[src/rtl/nib_rot_pkg.sv]
package nib_rot_pkg;
  typedef enum logic [2:0] {
    ST_IDLE,
    ST_RD,
    ST_CALC,
    ST_WR,
    ST_DONE
  } state_e;

  localparam int FLG_C  = 0;
  localparam int FLG_N  = 1;
  localparam int FLG_PV = 2;
  localparam int FLG_X3 = 3;
  localparam int FLG_H  = 4;
  localparam int FLG_X5 = 5;
  localparam int FLG_Z  = 6;
  localparam int FLG_S  = 7;
endpackage

[src/rtl/nib_rot_ctrl.sv]
module nib_rot_ctrl
  import nib_rot_pkg::*;
(
  input  logic   clk_i,
  input  logic   rst_ni,
  input  logic   start_i,
  input  logic   mem_ready_i,
  output state_e state_o,
  output logic   launch_o,
  output logic   rd_take_o,
  output logic   calc_o,
  output logic   commit_o
);
  state_e state_q, state_d;

  always_comb begin
    state_d = state_q;
    unique case (state_q)
      ST_IDLE: if (start_i) state_d = ST_RD;
      ST_RD:   if (mem_ready_i) state_d = ST_CALC;
      ST_CALC: state_d = ST_WR;
      ST_WR:   if (mem_ready_i) state_d = ST_DONE;
      ST_DONE: state_d = ST_IDLE;
      default: state_d = ST_IDLE;
    endcase
  end

  always_ff @(posedge clk_i or negedge rst_ni) begin
    if (!rst_ni) state_q <= ST_IDLE;
    else         state_q <= state_d;
  end

  assign state_o   = state_q;
  assign launch_o  = (state_q == ST_IDLE) && start_i;
  assign rd_take_o = (state_q == ST_RD) && mem_ready_i;
  assign calc_o    = (state_q == ST_CALC);
  assign commit_o  = (state_q == ST_WR) && mem_ready_i;

  // done lasts one cycle, write only follows compute
  p_done_pulse_r10: assert property (@(posedge clk_i) disable iff (!rst_ni)
    (state_q == ST_DONE) |=> (state_q == ST_IDLE));
  p_wr_after_calc_r10: assert property (@(posedge clk_i) disable iff (!rst_ni)
    $rose(state_q == ST_WR) |-> ($past(state_q) == ST_CALC));
  p_calc_after_rd_r10: assert property (@(posedge clk_i) disable iff (!rst_ni)
    (state_q == ST_CALC) |-> ($past(state_q) == ST_RD));
endmodule

[src/rtl/nib_rot_shuffle.sv]
module nib_rot_shuffle #(
  parameter int NIB_W  = 4,
  localparam int DATA_W = 2 * NIB_W
) (
  input  logic              left_i,
  input  logic [NIB_W-1:0]  acc_lo_i,
  input  logic [DATA_W-1:0] mem_i,
  output logic [DATA_W-1:0] mem_o,
  output logic [NIB_W-1:0]  acc_lo_o
);
  logic [NIB_W-1:0] mem_hi, mem_lo;
  assign mem_hi = mem_i[DATA_W-1:NIB_W];
  assign mem_lo = mem_i[NIB_W-1:0];

  always_comb begin
    if (left_i) begin
      mem_o    = {mem_lo, acc_lo_i};
      acc_lo_o = mem_hi;
    end else begin
      mem_o    = {acc_lo_i, mem_hi};
      acc_lo_o = mem_lo;
    end
  end
endmodule

[src/rtl/nib_rot_flag_gen.sv]
module nib_rot_flag_gen
  import nib_rot_pkg::*;
#(
  parameter int DATA_W = 8
) (
  input  logic [DATA_W-1:0] acc_i,
  input  logic [7:0]        flags_i,
  output logic [7:0]        flags_o
);
  always_comb begin
    flags_o         = flags_i;   // carry and spare bits pass through
    flags_o[FLG_S]  = acc_i[DATA_W-1];
    flags_o[FLG_Z]  = (acc_i == '0);
    flags_o[FLG_H]  = 1'b0;
    flags_o[FLG_PV] = ~^acc_i;
    flags_o[FLG_N]  = 1'b0;
  end
endmodule

[src/rtl/nib_rot_unit.sv]
module nib_rot_unit
  import nib_rot_pkg::*;
#(
  parameter int ADDR_W = 4,
  parameter int NIB_W  = 4,
  localparam int DATA_W = 2 * NIB_W
) (
  input  logic              clk_i,
  input  logic              rst_ni,
  input  logic              start_i,
  input  logic              left_i,
  input  logic [ADDR_W-1:0] ptr_i,
  input  logic [DATA_W-1:0] acc_i,
  input  logic [7:0]        flags_i,
  input  logic [DATA_W-1:0] mem_rdata_i,
  input  logic              mem_ready_i,
  output logic [ADDR_W-1:0] mem_addr_o,
  output logic [DATA_W-1:0] mem_wdata_o,
  output logic              mem_req_o,
  output logic              mem_we_o,
  output logic [DATA_W-1:0] acc_o,
  output logic [7:0]        flags_o,
  output logic              busy_o,
  output logic              done_o
);
  state_e state;
  logic launch, rd_take, calc, commit;

  logic [ADDR_W-1:0] ptr_q;
  logic [DATA_W-1:0] acc_q, rd_q, wr_q, acc_new_q;
  logic [7:0]        flg_q;
  logic              left_q;

  logic [DATA_W-1:0] mem_next;
  logic [NIB_W-1:0]  acc_lo_next;
  logic [7:0]        flags_next;

  nib_rot_ctrl u_ctrl (
    .clk_i      (clk_i),
    .rst_ni     (rst_ni),
    .start_i    (start_i),
    .mem_ready_i(mem_ready_i),
    .state_o    (state),
    .launch_o   (launch),
    .rd_take_o  (rd_take),
    .calc_o     (calc),
    .commit_o   (commit)
  );

  nib_rot_shuffle #(.NIB_W(NIB_W)) u_shuffle (
    .left_i  (left_q),
    .acc_lo_i(acc_q[NIB_W-1:0]),
    .mem_i   (rd_q),
    .mem_o   (mem_next),
    .acc_lo_o(acc_lo_next)
  );

  nib_rot_flag_gen #(.DATA_W(DATA_W)) u_flags (
    .acc_i  (acc_new_q),
    .flags_i(flg_q),
    .flags_o(flags_next)
  );

  always_ff @(posedge clk_i or negedge rst_ni) begin
    if (!rst_ni) begin
      ptr_q     <= '0;
      acc_q     <= '0;
      flg_q     <= '0;
      left_q    <= 1'b0;
      rd_q      <= '0;
      wr_q      <= '0;
      acc_new_q <= '0;
      acc_o     <= '0;
      flags_o   <= '0;
    end else begin
      if (launch) begin
        ptr_q  <= ptr_i;
        acc_q  <= acc_i;
        flg_q  <= flags_i;
        left_q <= left_i;
      end
      if (rd_take) rd_q <= mem_rdata_i;
      if (calc) begin
        wr_q      <= mem_next;
        acc_new_q <= {acc_q[DATA_W-1:NIB_W], acc_lo_next};
      end
      if (commit) begin
        acc_o   <= acc_new_q;
        flags_o <= flags_next;
      end
    end
  end

  assign mem_addr_o  = ptr_q;
  assign mem_wdata_o = wr_q;
  assign mem_req_o   = (state == ST_RD) || (state == ST_WR);
  assign mem_we_o    = (state == ST_WR);
  assign busy_o      = (state != ST_IDLE);
  assign done_o      = (state == ST_DONE);

  p_acc_hi_kept_r5: assert property (@(posedge clk_i) disable iff (!rst_ni)
    done_o |-> (acc_o[DATA_W-1:NIB_W] == acc_q[DATA_W-1:NIB_W]));
  p_carry_kept_r9: assert property (@(posedge clk_i) disable iff (!rst_ni)
    done_o |-> (flags_o[FLG_C] == flg_q[FLG_C]));
  p_hn_clear_r8: assert property (@(posedge clk_i) disable iff (!rst_ni)
    done_o |-> (!flags_o[FLG_H] && !flags_o[FLG_N]));
  p_zero_flag_r6: assert property (@(posedge clk_i) disable iff (!rst_ni)
    done_o |-> (flags_o[FLG_Z] == (acc_o == '0)));
  p_parity_r7: assert property (@(posedge clk_i) disable iff (!rst_ni)
    done_o |-> (flags_o[FLG_PV] == ($countones(acc_o) % 2 == 0)));
  p_out_held_r12: assert property (@(posedge clk_i) disable iff (!rst_ni)
    !($stable(acc_o) && $stable(flags_o)) |-> done_o);
  p_we_in_req_r10: assert property (@(posedge clk_i) disable iff (!rst_ni)
    mem_we_o |-> mem_req_o);
  p_done_one_r10: assert property (@(posedge clk_i) disable iff (!rst_ni)
    done_o |=> !done_o);
  p_busy_hold_r11: assert property (@(posedge clk_i) disable iff (!rst_ni)
    (busy_o && !done_o) |=> ($stable(ptr_q) && $stable(acc_q) && $stable(left_q)));
endmodule

[config.mk]
export PLATFORM = sky130hd
export DESIGN_NAME = nib_rot_unit
export DESIGN_NICKNAME = d
export VERILOG_FILES = /design/src/rtl/nib_rot_pkg.sv /design/src/rtl/nib_rot_ctrl.sv /design/src/rtl/nib_rot_shuffle.sv /design/src/rtl/nib_rot_flag_gen.sv /design/src/rtl/nib_rot_unit.sv
export SDC_FILE = /design/constraint.sdc
export NUM_CORES = 1
export LEC_CHECK = 0
export ABC_AREA = 1
export BUFFER_PORTS_ARGS = -buffer_cell sky130_fd_sc_hd__buf_4
export CORE_MARGIN = 2
export CORE_UTILIZATION = 54
export CTS_BUF_LIST = sky130_fd_sc_hd__clkbuf_16
export DETAILED_ROUTE_END_ITERATION = 10
export GPL_TIMING_DRIVEN = 0
export PLACE_DENSITY = 0.91
export SYNTH_ARGS = -nofsm -noshare
export SYNTH_HDL_FRONTEND = slang
export SYNTH_HIERARCHICAL = 1
export SYNTH_SLANG_ARGS = --single-unit
[constraint.sdc]
create_clock -name clk_i -period 1.93 [get_ports clk_i]
set_input_delay 0.4825 -clock clk_i [delete_from_list [all_inputs] [get_ports clk_i]]
set_output_delay 0.4825 -clock clk_i [all_outputs]
set_load 0.1 [all_outputs]
==> results of run 1 <==
[critical path, stage by stage, from the launching register on]
cell and delay [ns]:
dfrtp_1 0.46, inv_1 0.14, nand2_1 0.08, nor2_2 0.09, buf_6 0.23
[stage by stage]
step	instances	cell area (µm²)	hold WS [ns]	utilization (%)
final	497	3580	0.2103	70.99
after global routing	497	3580	0.2863	70.99
after CTS	497	3576	0.2364	70.92
after detailed placement	482	3326	0.4596	65.96
after global placement	482	3326	0.4532	65.96
after floorplan	353	2795	0.1869	-
[worst max-delay path by stage]
stage / startpoint / endpoint / slack [ns] / cells after the start
CTS: u_ctrl/state_o[0] / done_o / 0.09 / 4
global placement: start_i / acc_q[0] / 0.21 / 7
detailed placement: start_i / acc_q[3] / 0.16 / 7
finish: u_ctrl/state_o[0] / done_o / 0.13 / 4
global route: u_ctrl/state_o[0] / done_o / 0.03 / 4
floorplan: u_ctrl/state_o[0] / done_o / 0.06 / 3
[state kept, by name (all words and copies together) (netlist names)]
name / cells
acc_q: 8
u_ctrl/state_o: 3
left_q: 1
acc_o: 8
acc_new_q: 8
mem_addr_o: 4
rd_q: 8
flg_q: 3
mem_wdata_o: 8
flags_o: 8
[layout by cell type (no fill, tap or decap), types with 3 or more instances in the layout]
| master | instances |
|---|---|
| clkinv_1 | 3 |
| nand2_1 | 218 |
| nor2_2 | 4 |
| inv_1 | 22 |
| nand2_2 | 10 |
| dfrtp_1 | 59 |
| nor2_1 | 4 |
| nand3_1 | 6 |
| buf_4 | 67 |
| clkbuf_16 | 9 |
| ha_1 | 4 |
| buf_6 | 9 |
[per-layer routing]
layer	GRT usage (%)	routed length (µm)	vias to the layer above
met5	0	0	-
met4	10.53	85	0
met3	6.085	283	12
met2	35.44	2697	66
met1	25.30	2254	1100
li1	-	-	1180
[cell type report]
type                       count  area (µm²)
buffer                        19       191.4
clock inverter                 6       25.02
tap                           70       87.58
sequential                    59        1476
inverter                      25       106.4
fill                         404        1463
clock buffer                   9       225.2
multi-input combinational    250        1021
timing repair buffer          59       446.7
[repair_timing]
action,4_1_cts,5_1_grt
hold endpoints to repair,0,0
resized for setup,0,1
endpoints found under the setup margin,0,1
==> flow_metrics.env, run 1 <==
export IMPL_grt_max_degree=60
export IMPL_port_buffers=59
export IMPL_detail_route_iter0_violations=90
export IMPL_fin_crit_sh_pct=93.13
export IMPL_cp_end_kind="primary output"
export IMPL_cp_max_fo=8
export IMPL_overflow=0
export IMPL_cts_tree="done"
export IMPL_arrival_ns=1.31
export IMPL_gp_congestion=0.8369
export IMPL_worstSetupStartpointType="register"
export IMPL_reg2reg_depth=5
export IMPL_dp_slack_ns=0.1598
export IMPL_reg2reg_from="u_ctrl/state_o[2]"
export IMPL_finalSetupViolCount=0
export IMPL_cts_hold_buffers_added=0
export IMPL_cts_root_buffer="clkbuf_16"
export IMPL_initial_utilization_pct=55.21
export IMPL_rr_endpoint="acc_q[2]"
export IMPL_fin_crit_ns=1.797
export IMPL_ios=65
export IMPL_path_clk_slew_ns=0.05
export IMPL_dr_total_vias=2358
export IMPL_dp_hpwl_um=3958
export IMPL_skew_ns=0.005216
export IMPL_finalHoldViolCount=0
export IMPL_core_area_um2=5042
export IMPL_firstDrtPassIters=4
export IMPL_cts_buffers=9
export IMPL_clkSinkCount=59
export IMPL_cp_required_ns=1.45
export IMPL_antenna_found_initial=0
export IMPL_clk_latency_ns=0.32
export IMPL_htreeDepth=3
export IMPL_path_class="register to primary output"
export IMPL_synth_area_per_cell_um2=7.909
export IMPL_tns_ns=0
export IMPL_routed_wirelength_um=5320
export IMPL_grt_total_usage_pct=21.31
export IMPL_syn_inst=352
export IMPL_min_path_type="input port to asynchronous set/reset pin"
export IMPL_viasPerCell=4.744
export IMPL_num_rows=26
export IMPL_tightest_slew_ns=0.7876
export IMPL_drive_gt1_share_pct=25.06
export IMPL_final_max_slew_viol_count=0
export IMPL_diodes=0
export IMPL_synth_warnings=6
export IMPL_grt_pass1_vias=2106
export IMPL_wl_per_cell_um=10.70
export IMPL_max_slew_margin_pct=47.01
export IMPL_status="complete, no violations"
export IMPL_reg2reg_setup_slack_ns=0.18
export IMPL_post_cts_buffers=0
export IMPL_nets=460
export IMPL_final_setup_worst_slack_ns=0.1326
export IMPL_grt_pass1_wl_um=9018
export IMPL_die_area_um2=5746
export IMPL_drc_errors=0
export IMPL_syn_area_um2=2784
export IMPL_maxCapViolations=0
export IMPL_rsz0062_at_grt="no"
export IMPL_postRouteAntennaNets=0
export IMPL_areaGrowthSynthToFinish_pct=28.58
export IMPL_die_w_um=75.80
export IMPL_clockBufferDepth=2
export IMPL_fmax_mhz=556.3
export IMPL_die_y_um=75.80
Power of run 1 is not shown: default switching activity piles up to over one toggle a cycle in this logic, so the estimate is an artifact.
==> run 2, diff against run 1 <==
--- a/config.mk
+++ b/config.mk
@@ -8,12 +8,11 @@
 export ABC_AREA = 1
 export BUFFER_PORTS_ARGS = -buffer_cell sky130_fd_sc_hd__buf_4
 export CORE_MARGIN = 2
-export CORE_UTILIZATION = 54
+export CORE_UTILIZATION = 52
 export CTS_BUF_LIST = sky130_fd_sc_hd__clkbuf_16
 export DETAILED_ROUTE_END_ITERATION = 10
 export GPL_TIMING_DRIVEN = 0
-export PLACE_DENSITY = 0.91
+export PLACE_DENSITY = 0.9
 export SYNTH_ARGS = -nofsm -noshare
 export SYNTH_HDL_FRONTEND = slang
-export SYNTH_HIERARCHICAL = 1
 export SYNTH_SLANG_ARGS = --single-unit
==> constraint.sdc (replaced) <==
create_clock -name clk_i -period 2 [get_ports clk_i]
set_input_delay 0.5 -clock clk_i [delete_from_list [all_inputs] [get_ports clk_i]]
set_output_delay 0.5 -clock clk_i [all_outputs]
set_load 0.1 [all_outputs]
==> flow_metrics.env, run 2 <==
export IMPL_arrival_ns=1.43
export IMPL_viasPerCell=4.748
export IMPL_wl_met3_um=200
export IMPL_ys_top_cells_by_count="nand2_1 (116), dfrtp_1 (56), inv_1 (45)"
export IMPL_worstPathCellList="inv_1 -> nand3_1 -> inv_1 -> buf_4"
export IMPL_regArea_um2=1401
export IMPL_routed_wirelength_um=5109
export IMPL_antenna_found_initial=0
export IMPL_syn_area_um2=2550
export IMPL_initial_utilization_pct=53.99
export IMPL_synth_xor_area_share_pct=0
export IMPL_port_buffers=57
export IMPL_fin_crit_ns=1.929
export IMPL_reg2reg_setup_slack_ns=0.63
export IMPL_postRouteAntennaNets=0
export IMPL_route_met2_wl_um=2617
export IMPL_overflow=0
export IMPL_synth_distinct_cells=24
export IMPL_post_route_util_pct=68.58
export IMPL_dp_slack_ns=0.3997
export IMPL_clk_latency_ns=0.29
export IMPL_synth_top_family_by_area="simple AND/OR/NAND/NOR gates"
export IMPL_multi_input_area_um2=894.6
export IMPL_tightest_slew_ns=0.6866
export IMPL_firstDrtPassIters=4
export IMPL_cp_max_fo=3
export IMPL_detail_route_iter0_violations=100
export IMPL_fin_area_um2=3239
export IMPL_post_cts_buffers=0
export IMPL_die_area_um2=5480
export IMPL_synth_warnings=0
export IMPL_synth_largest_area_cell="dfrtp_1"
export IMPL_cts_tree="done"
export IMPL_clkSinkCount=56
export IMPL_nets=402
export IMPL_postPlaceCellArea_um2=3077
export IMPL_finalSetupViolCount=0
export IMPL_cts_root_buffer="clkbuf_16"
export IMPL_tns_ns=0
export IMPL_drive_gt1_share_pct=25.14
export IMPL_max_slew_margin_pct=54.23
export IMPL_die_w_um=74.03
export IMPL_synth_fa_ha_area_share_pct=1.963
export IMPL_areaGrowthSynthToFinish_pct=27.04
export IMPL_final_max_slew_viol_count=0
export IMPL_cp_required_ns=1.50
export IMPL_ios=65
export IMPL_synth_compound_area_share_pct=10.40
export IMPL_fin_crit_sh_pct=96.44
export IMPL_drt_met1_wl_um=2152
export IMPL_reg2reg_depth=7
export IMPL_layout_common_cells="nand2_1 (116), buf_4 (61), dfrtp_1 (56)"
export IMPL_maxCapViolations=0
export IMPL_cts_buffers=5
export IMPL_synth_most_common_cell="nand2_1"
export IMPL_grt_pass1_vias=1972
export IMPL_synthMuxAreaShare_pct=0
export IMPL_synth_area_per_cell_um2=8.500
export IMPL_postSynth_asyncResetShare_pct=100.0
export IMPL_yosysSeqAreaShare_pct=54.96
export IMPL_fmax_mhz=518.5
export IMPL_max_stage_delay_ns=0.45
export IMPL_skew_ns=0.005140
export IMPL_clockBufferDepth=2
export IMPL_min_path_type="input port to asynchronous set/reset pin"
export IMPL_synth_edff_count=0
export IMPL_status="complete, no violations"
export IMPL_fillers=388
export IMPL_worstSetupStartpointType="register"
export IMPL_die_y_um=74.03
export IMPL_synth_area_leaders="dfrtp_1 (55%), nand2_1 (17%), inv_1 (6.6%)"
export IMPL_drc_errors=0
export IMPL_num_rows=25
export IMPL_path_class="register to primary output"
export IMPL_syn_inst=300
export IMPL_top_layer_used="met4"
export IMPL_rsz0062_at_grt="no"
export IMPL_synthSimpleGateAreaFrac_pct=21.98
export IMPL_post_cts_resized=0
export IMPL_gp_congestion=0.8198
export IMPL_cp_end_kind="primary output"
export IMPL_grt_max_degree=57
export IMPL_worst_path_max_delay_cell="dfrtp_1"
export IMPL_timing_critical_path_mode_cell="inv_1"
export IMPL_final_common_cell="nand2_1"
export IMPL_rr_endpoint="acc_o[2]"
export IMPL_diodes=0
export IMPL_ys_flop_type="dfrtp_1"
export IMPL_synth_top_area_share_pct=54.96
export IMPL_grt_pass1_wl_um=8597
export IMPL_cts_hold_buffers_added=0
export IMPL_reg2reg_from="u_ctrl.state_o[2]"
export IMPL_dr_total_vias=2056
export IMPL_core_area_um2=4723
export IMPL_htreeDepth=2
export IMPL_path_clk_slew_ns=0.07
export IMPL_ys_seq_elements=56
export IMPL_finalHoldViolCount=0
export IMPL_grt_total_usage_pct=20.84
export IMPL_dp_hpwl_um=3889
export IMPL_final_setup_worst_slack_ns=0.07122
export IMPL_wl_per_cell_um=11.80
-- run 2: changes by cell type in the layout (fill, tap and decap cells not counted), moves of 4 or more --
cell	previous run	this run
inv_1	22	45
a21oi_1	0	5
buf_4	67	61
nand2_1	218	116
o21ai_0	0	23
o21ai_1	0	5
buf_6	9	3
o21ai_2	0	8
nor2_2	4	0
nand2_2	10	1
buf_2	0	5
o211ai_1	0	4
clkbuf_16	9	5
-- run 2: stage by stage --
stage / cells / hold WS [ns]
floorplan: 301 / 0.2044
global placement: 425 / 0.4559
detailed placement: 425 / 0.4610
CTS: 433 / 0.2700
global route: 433 / 0.3104
finish: 433 / 0.2456
-- run 2: kinds of logic (layout without fill, tap and decap cells) --
group | count (synthesis) | in the layout
buffers and inverters | 60 | 125
flip-flops | 56 | 56
AND/OR/NAND/NOR | 134 | 134
adder cells (fa/ha/maj) | 4 | 4
AO/OA/AOI/OAI | 45 | 45
other | 1 | 2
-- run 2: per-layer routing --
| metal | GRT usage (%) | vias up |
|---|---|---|
| li1 | - | 1046 |
| met1 | 23.91 | 944 |
| met2 | 37.30 | 51 |
| met3 | 4.878 | 15 |
| met4 | 8.687 | 0 |
| met5 | 0 | - |
-- run 2: worst max-delay path, delay by kind of cell, from the launching register on --
family | cells | cell delay, ns
buf+inv | 3 | 0.54
flops | 1 | 0.45
simple gates | 1 | 0.14
-- run 2: worst max path at each step --
stage                                 start    endpoint  slack [ns]
after floorplan                    acc_o[7]  flags_o[7]        0.16
after global placement    u_ctrl.state_o[2]    mem_we_o        0.42
after detailed placement  u_ctrl.state_o[2]    mem_we_o        0.40
after CTS                 u_ctrl.state_o[2]    mem_we_o        0.07
after global routing      u_ctrl.state_o[2]    mem_we_o        0.02
final                     u_ctrl.state_o[2]    mem_we_o        0.07
-- run 2: final cells by class --
type,instances,area share [%]
Clock inverter,3,1.159
Timing Repair Buffer,57,13.21
Multi-Input combinational cell,185,27.62
Buffer,13,2.858
Sequential cell,56,43.26
Clock buffer,5,3.862
Inverter,47,5.446
Tap cell,67,2.588
Power of run 2 is left out for the same reason.
